--- config.mk ---
export PLATFORM = sky130hd
export DESIGN_NAME = sdram_cmd_seq
export DESIGN_NICKNAME = d
export VERILOG_FILES = /design/src/rtl/sdram_seq_pkg.sv /design/src/rtl/seq_refresh_timer.sv /design/src/rtl/seq_cmd_engine.sv /design/src/rtl/seq_pin_driver.sv /design/src/rtl/sdram_cmd_seq.sv
export SDC_FILE = /design/constraint.sdc
export NUM_CORES = 1
export LEC_CHECK = 0
export CAP_MARGIN = 0
export CORE_ASPECT_RATIO = 1.5
export CORE_MARGIN = 2
export CORE_UTILIZATION = 45
export CTS_BUF_LIST = sky130_fd_sc_hd__clkbuf_16
export DETAILED_ROUTE_END_ITERATION = 12
export PLACE_DENSITY = 0.82
export REMOVE_ABC_BUFFERS = 1
export SETUP_SLACK_MARGIN = 0.5
export SYNTH_ARGS = -nofsm -noshare
export SYNTH_HDL_FRONTEND = slang
export SYNTH_SLANG_ARGS = --single-unit
--- constraint.sdc ---
create_clock -name clk -period 1.85 [get_ports clk]
set_clock_uncertainty 0.05 [all_clocks]
set_input_delay 0.37 -clock clk [delete_from_list [all_inputs] [get_ports clk]]
set_output_delay 0.37 -clock clk [all_outputs]
set_load 0.03 [all_outputs]
--- src/rtl/sdram_seq_pkg.sv ---
package sdram_seq_pkg;

    // command word field layout
    localparam int MODE_LSB    = 0;
    localparam int MODE_W      = 3;
    localparam int CS1_BIT     = 3;
    localparam int CS0_BIT     = 4;
    localparam int RPT_LSB     = 5;
    localparam int RPT_W       = 4;
    localparam int PAYLOAD_LSB = 9;

    // status layout
    localparam int STAT_W    = 8;
    localparam int STAT_BUSY = 5;
    localparam int STAT_ERR  = 0;

    localparam int NUM_CS  = 2;
    localparam int A10_BIT = 10;

    typedef enum logic [2:0] {
        MD_NORMAL     = 3'd0,
        MD_CLK_ON     = 3'd1,
        MD_PRECHARGE  = 3'd2,
        MD_AUTO_REF   = 3'd3,
        MD_LOAD_MODE  = 3'd4,
        MD_SELF_REF   = 3'd5,
        MD_POWER_DOWN = 3'd6,
        MD_RESERVED   = 3'd7
    } mode_e;

    typedef enum logic [2:0] {
        OP_DESEL,
        OP_NOP,
        OP_PRE_ALL,
        OP_REFRESH,
        OP_LOAD_MODE
    } op_e;

    typedef struct packed {
        mode_e              mode;
        logic [NUM_CS-1:0]  sel;
        logic [RPT_W-1:0]   rpt_m1;
    } host_cmd_t;

    typedef struct packed {
        logic select;
        logic ras_n;
        logic cas_n;
        logic we_n;
        logic a10;
        logic use_payload;
    } pin_code_t;

    function automatic pin_code_t op_to_pins(op_e op);
        pin_code_t p;
        p = '{select: 1'b0, ras_n: 1'b1, cas_n: 1'b1, we_n: 1'b1,
              a10: 1'b0, use_payload: 1'b0};
        unique case (op)
            OP_NOP:       p.select = 1'b1;
            OP_PRE_ALL:   begin p.select = 1'b1; p.ras_n = 1'b0; p.we_n = 1'b0; p.a10 = 1'b1; end
            OP_REFRESH:   begin p.select = 1'b1; p.ras_n = 1'b0; p.cas_n = 1'b0; end
            OP_LOAD_MODE: begin p.select = 1'b1; p.ras_n = 1'b0; p.cas_n = 1'b0;
                                p.we_n = 1'b0; p.use_payload = 1'b1; end
            default:      p.select = 1'b0;
        endcase
        return p;
    endfunction

    function automatic logic mode_stops_refresh(mode_e m);
        return (m == MD_CLK_ON) || (m == MD_SELF_REF) || (m == MD_POWER_DOWN);
    endfunction

endpackage

--- src/rtl/seq_refresh_timer.sv ---
module seq_refresh_timer #(
    parameter int RATE_W       = 14,
    parameter int DEFAULT_RATE = 8196
) (
    input  logic              clk,
    input  logic              rst,
    input  logic              rate_wr,
    input  logic [RATE_W-1:0] rate_val,
    input  logic              enable,
    output logic              req
);

    logic [RATE_W-1:0] rate_q;
    logic [RATE_W-1:0] cnt_q;

    always_ff @(posedge clk) begin
        if (rst) begin
            rate_q <= RATE_W'(DEFAULT_RATE);
        end else if (rate_wr) begin
            rate_q <= rate_val;
        end
    end

    always_ff @(posedge clk) begin
        if (rst) begin
            cnt_q <= RATE_W'(DEFAULT_RATE);
            req   <= 1'b0;
        end else if (!enable) begin
            cnt_q <= rate_q;
            req   <= 1'b0;
        end else if (cnt_q == '0) begin
            cnt_q <= rate_q;
            req   <= 1'b1;
        end else begin
            cnt_q <= cnt_q - 1'b1;
            req   <= 1'b0;
        end
    end


    refresh_pulse_chk: assert property (@(posedge clk) disable iff (rst)
        (req && rate_q != '0) |=> !req);

endmodule

--- src/rtl/seq_cmd_engine.sv ---
module seq_cmd_engine
    import sdram_seq_pkg::*;
#(
    parameter int ADDR_W  = 13,
    parameter int TRC_CYC = 4
) (
    input  logic                          clk,
    input  logic                          rst,
    input  logic                          cmd_wr,
    input  logic [PAYLOAD_LSB+ADDR_W-1:0] cmd_word,
    input  logic                          refresh_req,
    output logic                          busy,
    output logic                          err,
    output logic                          refresh_on,
    output logic                          cke,
    output op_e                           op,
    output logic [NUM_CS-1:0]             sel,
    output logic [ADDR_W-1:0]             payload
);

    localparam int GAP_W = (TRC_CYC > 2) ? $clog2(TRC_CYC) : 1;
    localparam logic [GAP_W-1:0] GAP_RELOAD = GAP_W'(TRC_CYC - 1);

    typedef enum logic [1:0] { ST_IDLE, ST_SINGLE, ST_BURST } st_e;

    st_e               state_q;
    host_cmd_t         dec;
    logic              accept;
    logic              ref_go;
    logic              pend_q;
    logic [NUM_CS-1:0] ref_sel_q;
    logic [RPT_W-1:0]  left_q;
    logic [GAP_W-1:0]  gap_q;

    always_comb begin
        dec.mode   = mode_e'(cmd_word[MODE_LSB +: MODE_W]);
        dec.sel    = {cmd_word[CS1_BIT], cmd_word[CS0_BIT]};
        dec.rpt_m1 = cmd_word[RPT_LSB +: RPT_W];
    end

    assign accept = cmd_wr && !busy;
    assign ref_go = (refresh_req || pend_q) && refresh_on && !busy && !cmd_wr;

    always_ff @(posedge clk) begin
        if (rst) begin
            state_q    <= ST_IDLE;
            busy       <= 1'b0;
            err        <= 1'b0;
            refresh_on <= 1'b0;
            cke        <= 1'b0;
            op         <= OP_DESEL;
            sel        <= '0;
            payload    <= '0;
            pend_q     <= 1'b0;
            ref_sel_q  <= '0;
            left_q     <= '0;
            gap_q      <= '0;
        end else begin
            op <= OP_DESEL;
            if (cmd_wr && busy) begin
                err <= 1'b1;
            end
            if (ref_go) begin
                pend_q <= 1'b0;
            end else if (refresh_req) begin
                pend_q <= 1'b1;
            end

            unique case (state_q)
                ST_IDLE: begin
                    if (accept) begin
                        busy    <= 1'b1;
                        sel     <= dec.sel;
                        payload <= cmd_word[PAYLOAD_LSB +: ADDR_W];
                        state_q <= ST_SINGLE;
                        if (mode_stops_refresh(dec.mode)) begin
                            refresh_on <= 1'b0;
                            pend_q     <= 1'b0;
                        end
                        unique case (dec.mode)
                            MD_NORMAL: begin
                                cke        <= 1'b1;
                                refresh_on <= 1'b1;
                                ref_sel_q  <= dec.sel;
                            end
                            MD_CLK_ON: begin
                                cke <= 1'b1;
                                op  <= OP_NOP;
                            end
                            MD_PRECHARGE:  op <= OP_PRE_ALL;
                            MD_AUTO_REF: begin
                                op      <= OP_REFRESH;
                                left_q  <= dec.rpt_m1;
                                gap_q   <= GAP_RELOAD;
                                state_q <= ST_BURST;
                            end
                            MD_LOAD_MODE:  op <= OP_LOAD_MODE;
                            MD_SELF_REF: begin
                                cke <= 1'b0;
                                op  <= OP_REFRESH;
                            end
                            MD_POWER_DOWN: begin
                                cke <= 1'b0;
                                op  <= OP_NOP;
                            end
                            default:       op <= OP_DESEL;
                        endcase
                    end else if (ref_go) begin
                        busy    <= 1'b1;
                        sel     <= ref_sel_q;
                        op      <= OP_REFRESH;
                        left_q  <= '0;
                        gap_q   <= GAP_RELOAD;
                        state_q <= ST_BURST;
                    end
                end
                ST_SINGLE: begin
                    busy    <= 1'b0;
                    state_q <= ST_IDLE;
                end
                ST_BURST: begin
                    if (gap_q != '0) begin
                        gap_q <= gap_q - 1'b1;
                    end else if (left_q != '0) begin
                        op     <= OP_REFRESH;
                        left_q <= left_q - 1'b1;
                        gap_q  <= GAP_RELOAD;
                    end else begin
                        busy    <= 1'b0;
                        state_q <= ST_IDLE;
                    end
                end
                default: state_q <= ST_IDLE;
            endcase
        end
    end


    single_busy_chk: assert property (@(posedge clk) disable iff (rst)
        (state_q == ST_SINGLE) |=> (!busy && state_q == ST_IDLE));


    ignored_sets_err_chk: assert property (@(posedge clk) disable iff (rst)
        (cmd_wr && busy) |=> err);


    ignored_keeps_target_chk: assert property (@(posedge clk) disable iff (rst)
        (cmd_wr && busy) |=> $stable(sel));


    burst_spacing_chk: assert property (@(posedge clk) disable iff (rst)
        (op == OP_REFRESH && state_q == ST_BURST) |=> (op != OP_REFRESH));


    deferred_req_held_chk: assert property (@(posedge clk) disable iff (rst)
        (refresh_req && busy) |=> pend_q);


    self_ref_stops_timer_chk: assert property (@(posedge clk) disable iff (rst)
        (op == OP_REFRESH && !cke) |-> !refresh_on);

endmodule

--- src/rtl/seq_pin_driver.sv ---
module seq_pin_driver
    import sdram_seq_pkg::*;
#(
    parameter int ADDR_W = 13,
    parameter int BA_W   = 2
) (
    input  op_e               op,
    input  logic [NUM_CS-1:0] sel,
    input  logic [ADDR_W-1:0] payload,
    input  logic              cke_in,
    output logic              sd_cke,
    output logic [NUM_CS-1:0] sd_cs_n,
    output logic              sd_ras_n,
    output logic              sd_cas_n,
    output logic              sd_we_n,
    output logic [BA_W-1:0]   sd_ba,
    output logic [ADDR_W-1:0] sd_addr
);

    pin_code_t code;

    assign code     = op_to_pins(op);
    assign sd_cke   = cke_in;
    assign sd_ras_n = code.ras_n;
    assign sd_cas_n = code.cas_n;
    assign sd_we_n  = code.we_n;
    assign sd_ba    = '0;

    for (genvar i = 0; i < NUM_CS; i++) begin : g_cs
        assign sd_cs_n[i] = !(code.select && sel[i]);
    end

    always_comb begin
        if (code.use_payload) begin
            sd_addr = payload;
        end else begin
            sd_addr = '0;
            sd_addr[A10_BIT] = code.a10;
        end
    end

endmodule

--- src/rtl/sdram_cmd_seq.sv ---
module sdram_cmd_seq
    import sdram_seq_pkg::*;
#(
    parameter int ADDR_W       = 13,
    parameter int BA_W         = 2,
    parameter int RATE_W       = 14,
    parameter int DEFAULT_RATE = 8196,
    parameter int TRC_CYC      = 4
) (
    input  logic                          clk,
    input  logic                          rst,
    input  logic                          cmd_wr,
    input  logic [PAYLOAD_LSB+ADDR_W-1:0] cmd_word,
    input  logic                          rate_wr,
    input  logic [RATE_W:1]               rate_word,
    output logic [STAT_W-1:0]             status,
    output logic                          sd_cke,
    output logic [NUM_CS-1:0]             sd_cs_n,
    output logic                          sd_ras_n,
    output logic                          sd_cas_n,
    output logic                          sd_we_n,
    output logic [BA_W-1:0]               sd_ba,
    output logic [ADDR_W-1:0]             sd_addr
);

    logic              busy;
    logic              err;
    logic              refresh_on;
    logic              refresh_req;
    logic              cke;
    op_e               op;
    logic [NUM_CS-1:0] sel;
    logic [ADDR_W-1:0] payload;

    seq_refresh_timer #(
        .RATE_W       (RATE_W),
        .DEFAULT_RATE (DEFAULT_RATE)
    ) u_timer (
        .clk      (clk),
        .rst      (rst),
        .rate_wr  (rate_wr),
        .rate_val (rate_word),
        .enable   (refresh_on),
        .req      (refresh_req)
    );

    seq_cmd_engine #(
        .ADDR_W  (ADDR_W),
        .TRC_CYC (TRC_CYC)
    ) u_engine (
        .clk         (clk),
        .rst         (rst),
        .cmd_wr      (cmd_wr),
        .cmd_word    (cmd_word),
        .refresh_req (refresh_req),
        .busy        (busy),
        .err         (err),
        .refresh_on  (refresh_on),
        .cke         (cke),
        .op          (op),
        .sel         (sel),
        .payload     (payload)
    );

    seq_pin_driver #(
        .ADDR_W (ADDR_W),
        .BA_W   (BA_W)
    ) u_pins (
        .op       (op),
        .sel      (sel),
        .payload  (payload),
        .cke_in   (cke),
        .sd_cke   (sd_cke),
        .sd_cs_n  (sd_cs_n),
        .sd_ras_n (sd_ras_n),
        .sd_cas_n (sd_cas_n),
        .sd_we_n  (sd_we_n),
        .sd_ba    (sd_ba),
        .sd_addr  (sd_addr)
    );

    always_comb begin
        status            = '0;
        status[STAT_BUSY] = busy;
        status[STAT_ERR]  = err;
    end


    pre_all_a10_chk: assert property (@(posedge clk) disable iff (rst)
        (sd_cs_n != '1 && !sd_ras_n && sd_cas_n && !sd_we_n) |-> sd_addr[A10_BIT]);


    idle_deselect_chk: assert property (@(posedge clk) disable iff (rst)
        !status[STAT_BUSY] |-> (sd_cs_n == '1));


    reset_state_chk: assert property (@(posedge clk)
        $past(rst) |-> (!sd_cke && sd_cs_n == '1 && status == '0));

endmodule

==> metrics.txt <==
# TYPE chip_impl_metric gauge
chip_impl_metric{name="worst-path-buf-inv",unit=""} 2
chip_impl_metric{name="pnr_worst_setup_slack",unit="ns"} -0.1383
chip_impl_metric{name="worst_path_largest_cell_delay",unit="ns"} 0.37
chip_impl_metric{name="hpwlAfterDp",unit="um"} 5381
chip_impl_info{name="status",value="finished, violations left"} 1
chip_impl_metric{name="drtPass1Iterations",unit=""} 5
chip_impl_info{name="worst_setup_path_end_kind",value="primary output"} 1
chip_impl_metric{name="timing_hold_violations_final",unit=""} 0
chip_impl_metric{name="core.rowCount",unit=""} 37
chip_impl_metric{name="met2WireLength",unit="um"} 7452
chip_impl_metric{name="switching_share",unit="%"} 37.53
chip_impl_metric{name="clock_sinks",unit=""} 62
chip_impl_metric{name="tightest_slew",unit="ns"} 0.5733
chip_impl_metric{name="synth_enable_flop_cells",unit=""} 0
chip_impl_metric{name="global_route_wire_length_before_repair",unit="um"} 16260
chip_impl_info{name="timing.critical_path.from_type",value="flop"} 1
chip_impl_metric{name="gp_routability_congestion",unit=""} 0.9273
chip_impl_metric{name="gr-total-overflow",unit=""} 0
chip_impl_metric{name="grt_max_degree",unit=""} 28
chip_impl_metric{name="numPlacedInstances",unit=""} 510
chip_impl_metric{name="m1WireLength",unit="um"} 4367
chip_impl_info{name="grt_setup_unrepaired",value="true"} 1
chip_impl_metric{name="maxSlewHeadroom",unit="%"} 60.69
chip_impl_metric{name="ctsLongestPathBuffers",unit=""} 2
chip_impl_info{name="crit_type",value="flop to primary output"} 1
chip_impl_metric{name="required",unit="ns"} 1.43
chip_impl_info{name="synthFlopType",value="dfxtp_1"} 1
chip_impl_info{name="slowest_stage",value="dfxtp_2"} 1
chip_impl_info{name="hold_path.class",value="flop to flop"} 1
chip_impl_metric{name="clkTransAtPathRegs",unit="ns"} 0.05
chip_impl_info{name="highest_layer",value="met4"} 1
chip_impl_info{name="worst_path_dominant_cell_family",value="simple AND/OR/NAND/NOR gates"} 1
chip_impl_metric{name="cts_buffers",unit=""} 9
chip_impl_metric{name="die_width",unit="um"} 71.63
chip_impl_metric{name="synth_cell_type_count",unit=""} 57
chip_impl_metric{name="remaining_drc_errors",unit=""} 0
chip_impl_metric{name="yosysWarnings",unit=""} 0
chip_impl_metric{name="drv_cap",unit=""} 0
chip_impl_metric{name="vias_after_detailed_routing",unit=""} 3538
chip_impl_metric{name="dieHeight",unit="um"} 105.4
chip_impl_metric{name="power_frac_clock",unit="%"} 28.3
chip_impl_metric{name="p_sw",unit="mW"} 2.806
chip_impl_metric{name="detailroute.wirelength.met3",unit="um"} 885
chip_impl_metric{name="num_io_pins",unit=""} 69
chip_impl_metric{name="internal_power",unit="mW"} 4.671
chip_impl_info{name="clock_tree.root_cell",value="clkbuf_16"} 1
chip_impl_metric{name="min_clock_period_post_route",unit="ns"} 1.988
chip_impl_info{name="violations",value="setup timing"} 1
chip_impl_metric{name="htree_levels",unit=""} 3
chip_impl_metric{name="sequentialPowerShare",unit="%"} 24.9
chip_impl_metric{name="syn-instance-count",unit=""} 360
chip_impl_metric{name="crit_arrival",unit="ns"} 1.57
chip_impl_metric{name="ir_worst_vdd",unit="mV"} 0.8650
chip_impl_metric{name="antenna-diode-count",unit=""} 0
chip_impl_metric{name="area_growth",unit="%"} 79.94
chip_impl_metric{name="count_of_non_filler_cells_in_the_finished_layout",unit=""} 560
chip_impl_info{name="clock_tree_from_tritoncts",value="yes"} 1
chip_impl_metric{name="route.antenna.remaining_nets",unit=""} 0
chip_impl_metric{name="p_per_area",unit="nW/um^2"} 1346
chip_impl_metric{name="die-area",unit="sq um"} 7552
chip_impl_metric{name="route.detailed.vias_per_inst",unit=""} 6.318
chip_impl_metric{name="final.period_utilization",unit="%"} 107.5
chip_impl_metric{name="numPortBuffers",unit=""} 60
chip_impl_metric{name="max_clock_freq",unit="MHz"} 503.0
chip_impl_metric{name="vias_in_the_first_global_route",unit=""} 3414
chip_impl_metric{name="post_synth_instance_area",unit="sq um"} 3087
chip_impl_metric{name="comb_power_share",unit="%"} 46.8
chip_impl_metric{name="clk_latency",unit="ns"} 0.34
chip_impl_metric{name="finalNetCount",unit=""} 523
chip_impl_metric{name="design.core.area",unit="sq um"} 6759
chip_impl_info{name="timing.critical_path.cells",value="nor2b_4 -> nor2b_4 -> buf_6 -> and2_4 -> buf_6"} 1
chip_impl_metric{name="wire_per_inst",unit="um"} 24.71
chip_impl_metric{name="antenna_found_initial",unit=""} 0
chip_impl_metric{name="synthesis.area_per_instance",unit="sq um"} 8.574
chip_impl_metric{name="layout-drive-gt1-share",unit="%"} 52.90
chip_impl_metric{name="timing.final.setup_violations",unit=""} 25
chip_impl_metric{name="drt_first_iter_violations",unit=""} 357
chip_impl_metric{name="leakage_power",unit="nW"} 2.223
chip_impl_metric{name="critical_path.max_fanout",unit=""} 6
chip_impl_metric{name="postSynthRegisterBits",unit=""} 62
chip_impl_metric{name="initial_core_util",unit="%"} 45.67
chip_impl_metric{name="totalWireLength",unit="um"} 13840
chip_impl_metric{name="async_reset_ff_share",unit="%"} 0
chip_impl_metric{name="groute.usage.overall",unit="%"} 27.56
chip_impl_metric{name="synth-seq-area-share",unit="%"} 40.21
chip_impl_metric{name="report.final.slew_viol_count",unit=""} 0
chip_impl_metric{name="postLayoutCoreUtil",unit="%"} 82.17
==> state kept, by name (all words and copies together), names as in the netlist, 2 cells and up <==
register            cells
u_timer.rate_q         14
u_engine.gap_q          2
u_timer.cnt_q          14
u_engine.sel            2
u_engine.left_q         4
u_engine.state_q        2
u_engine.payload       13
u_engine.op             3
u_engine.ref_sel_q      2
==> routing by layer <==
metal	vias up	GRT usage, %
li1	1496	-
met1	1699	26.51
met2	241	53.24
met3	102	6.119
met4	0	12.80
met5	-	0
==> power by group through the flow <==
| stage | Sequential, mW | Clock, mW | Combinational, mW |
|---|---|---|---|
| detailed placement | 1.72 | 0 | 1.88 |
| floorplan | 1.73 | 0 | 1.12 |
| global route | 1.87 | 2.17 | 3.65 |
| global placement | 1.71 | 0 | 1.83 |
| finish | 1.86 | 2.11 | 3.50 |
| CTS | 1.76 | 2.06 | 2.61 |
==> path summary, 6_finish.rpt <==
path	to	cells past startpoint	startpoint	slack, ns
worst max register to register	u_engine.ref_sel_q[1]	6	u_engine.state_q[0]	-0.10
worst min register to register	u_timer.rate_q[2]	2	u_timer.rate_q[2]	0.44
worst min-delay path	u_timer.rate_q[2]	2	u_timer.rate_q[2]	0.44
worst max-delay path	sd_addr[9]	5	u_engine.op[2]	-0.14
==> metrics by stage <==
stage               setup slack, ns  power, mW  area [sq um]  setup TNS [ns]  hold WS [ns]
CTS                         0.03994      6.442          5062               0        0.4109
global route                -0.2424      7.693          5554          -4.854        0.4518
floorplan                  -0.09544      2.849          2945         -0.3422        0.3757
global placement            -0.1319      3.540          3909         -0.7063        0.3882
detailed placement          -0.1971      3.601          3909          -1.099        0.3933
finish                      -0.1383      7.477          5554          -1.745        0.4366
==> cell type report <==
type,count,area [sq um]
Clock inverter,7,136.4
Tap cell,78,97.59
Inverter,14,60.06
Timing Repair Buffer,130,1303
Fill cell,297,1205
Multi-Input combinational cell,260,2459
Sequential cell,62,1274
Clock buffer,9,225.2
==> worst register-to-register path, stage by stage, from the launching register on <==
cell and delay (ns):
dfxtp_2 0.35, inv_4 0.09, ha_4 0.19, nand3b_1 0.28, or4_4 0.53, mux2i_1 0.26, nor2_1 0.08
==> placed cells by master (no fill, tap or decap), types with 5 or more instances in the layout <==
cell type,count
dfxtp_4,6
clkdlybuf4s50_1,37
and2_4,14
buf_6,40
clkbuf_16,9
a21oi_4,9
nor3_1,5
a211oi_2,11
inv_1,7
nand3_1,5
mux2i_1,19
dfxtp_1,48
conb_1,8
buf_12,5
a21oi_2,19
or4_4,5
xor2_1,5
nand2_4,13
dfxtp_2,8
nor2_4,6
nand2_1,23
a21oi_1,10
nor2_1,18
buf_4,42
==> logic make-up (layout without fill, tap and decap cells) <==
group                      Yosys count  after routing  share of synthesized area (%)
and+or+nand+nor                    123            124                          21.00
AOI/OAI and AO/OA                   89             89                          18.93
DFF                                 62             62                          40.21
buffers and inverters               46            160                          7.134
muxes                               20             20                          6.486
xor gates and xnor gates            13             13                          3.689
adders and majority gates            6              6                          2.432
other                                1              8                         0.1215
==> Yosys cell counts, drive strengths merged (3+ instances only) <==
library cell	n	area share, %
dfxtp	62	40
nor2	27	3.3
ha	6	2.4
buf	14	3.2
nor4	4	1.0
or4	6	1.5
o31ai	3	0.73
a21oi	38	6.2
xor2	8	2.3
o21ai	8	1.3
nand2	37	4.5
and2	13	2.7
clkbuf	18	2.2
a31oi	3	0.61
nor2b	5	1.0
nand2b	4	0.81
and3b	3	0.85
xnor2	5	1.4
a211oi	14	3.6
nand3	6	0.97
a311oi	3	0.85
nand3b	3	0.73
mux2i	20	6.5
inv	14	1.7
nor3	5	0.81
==> repair_timing <==
action                     in CTS  in global routing
setup buffers                  21                  9
setup endpoints to repair      68                 66
resized for setup             208                100
hold buffers                    0                  0
pin swaps                      76                 34
gates cloned                    4                  0
Note: power is estimated with default switching activity, not from simulation.
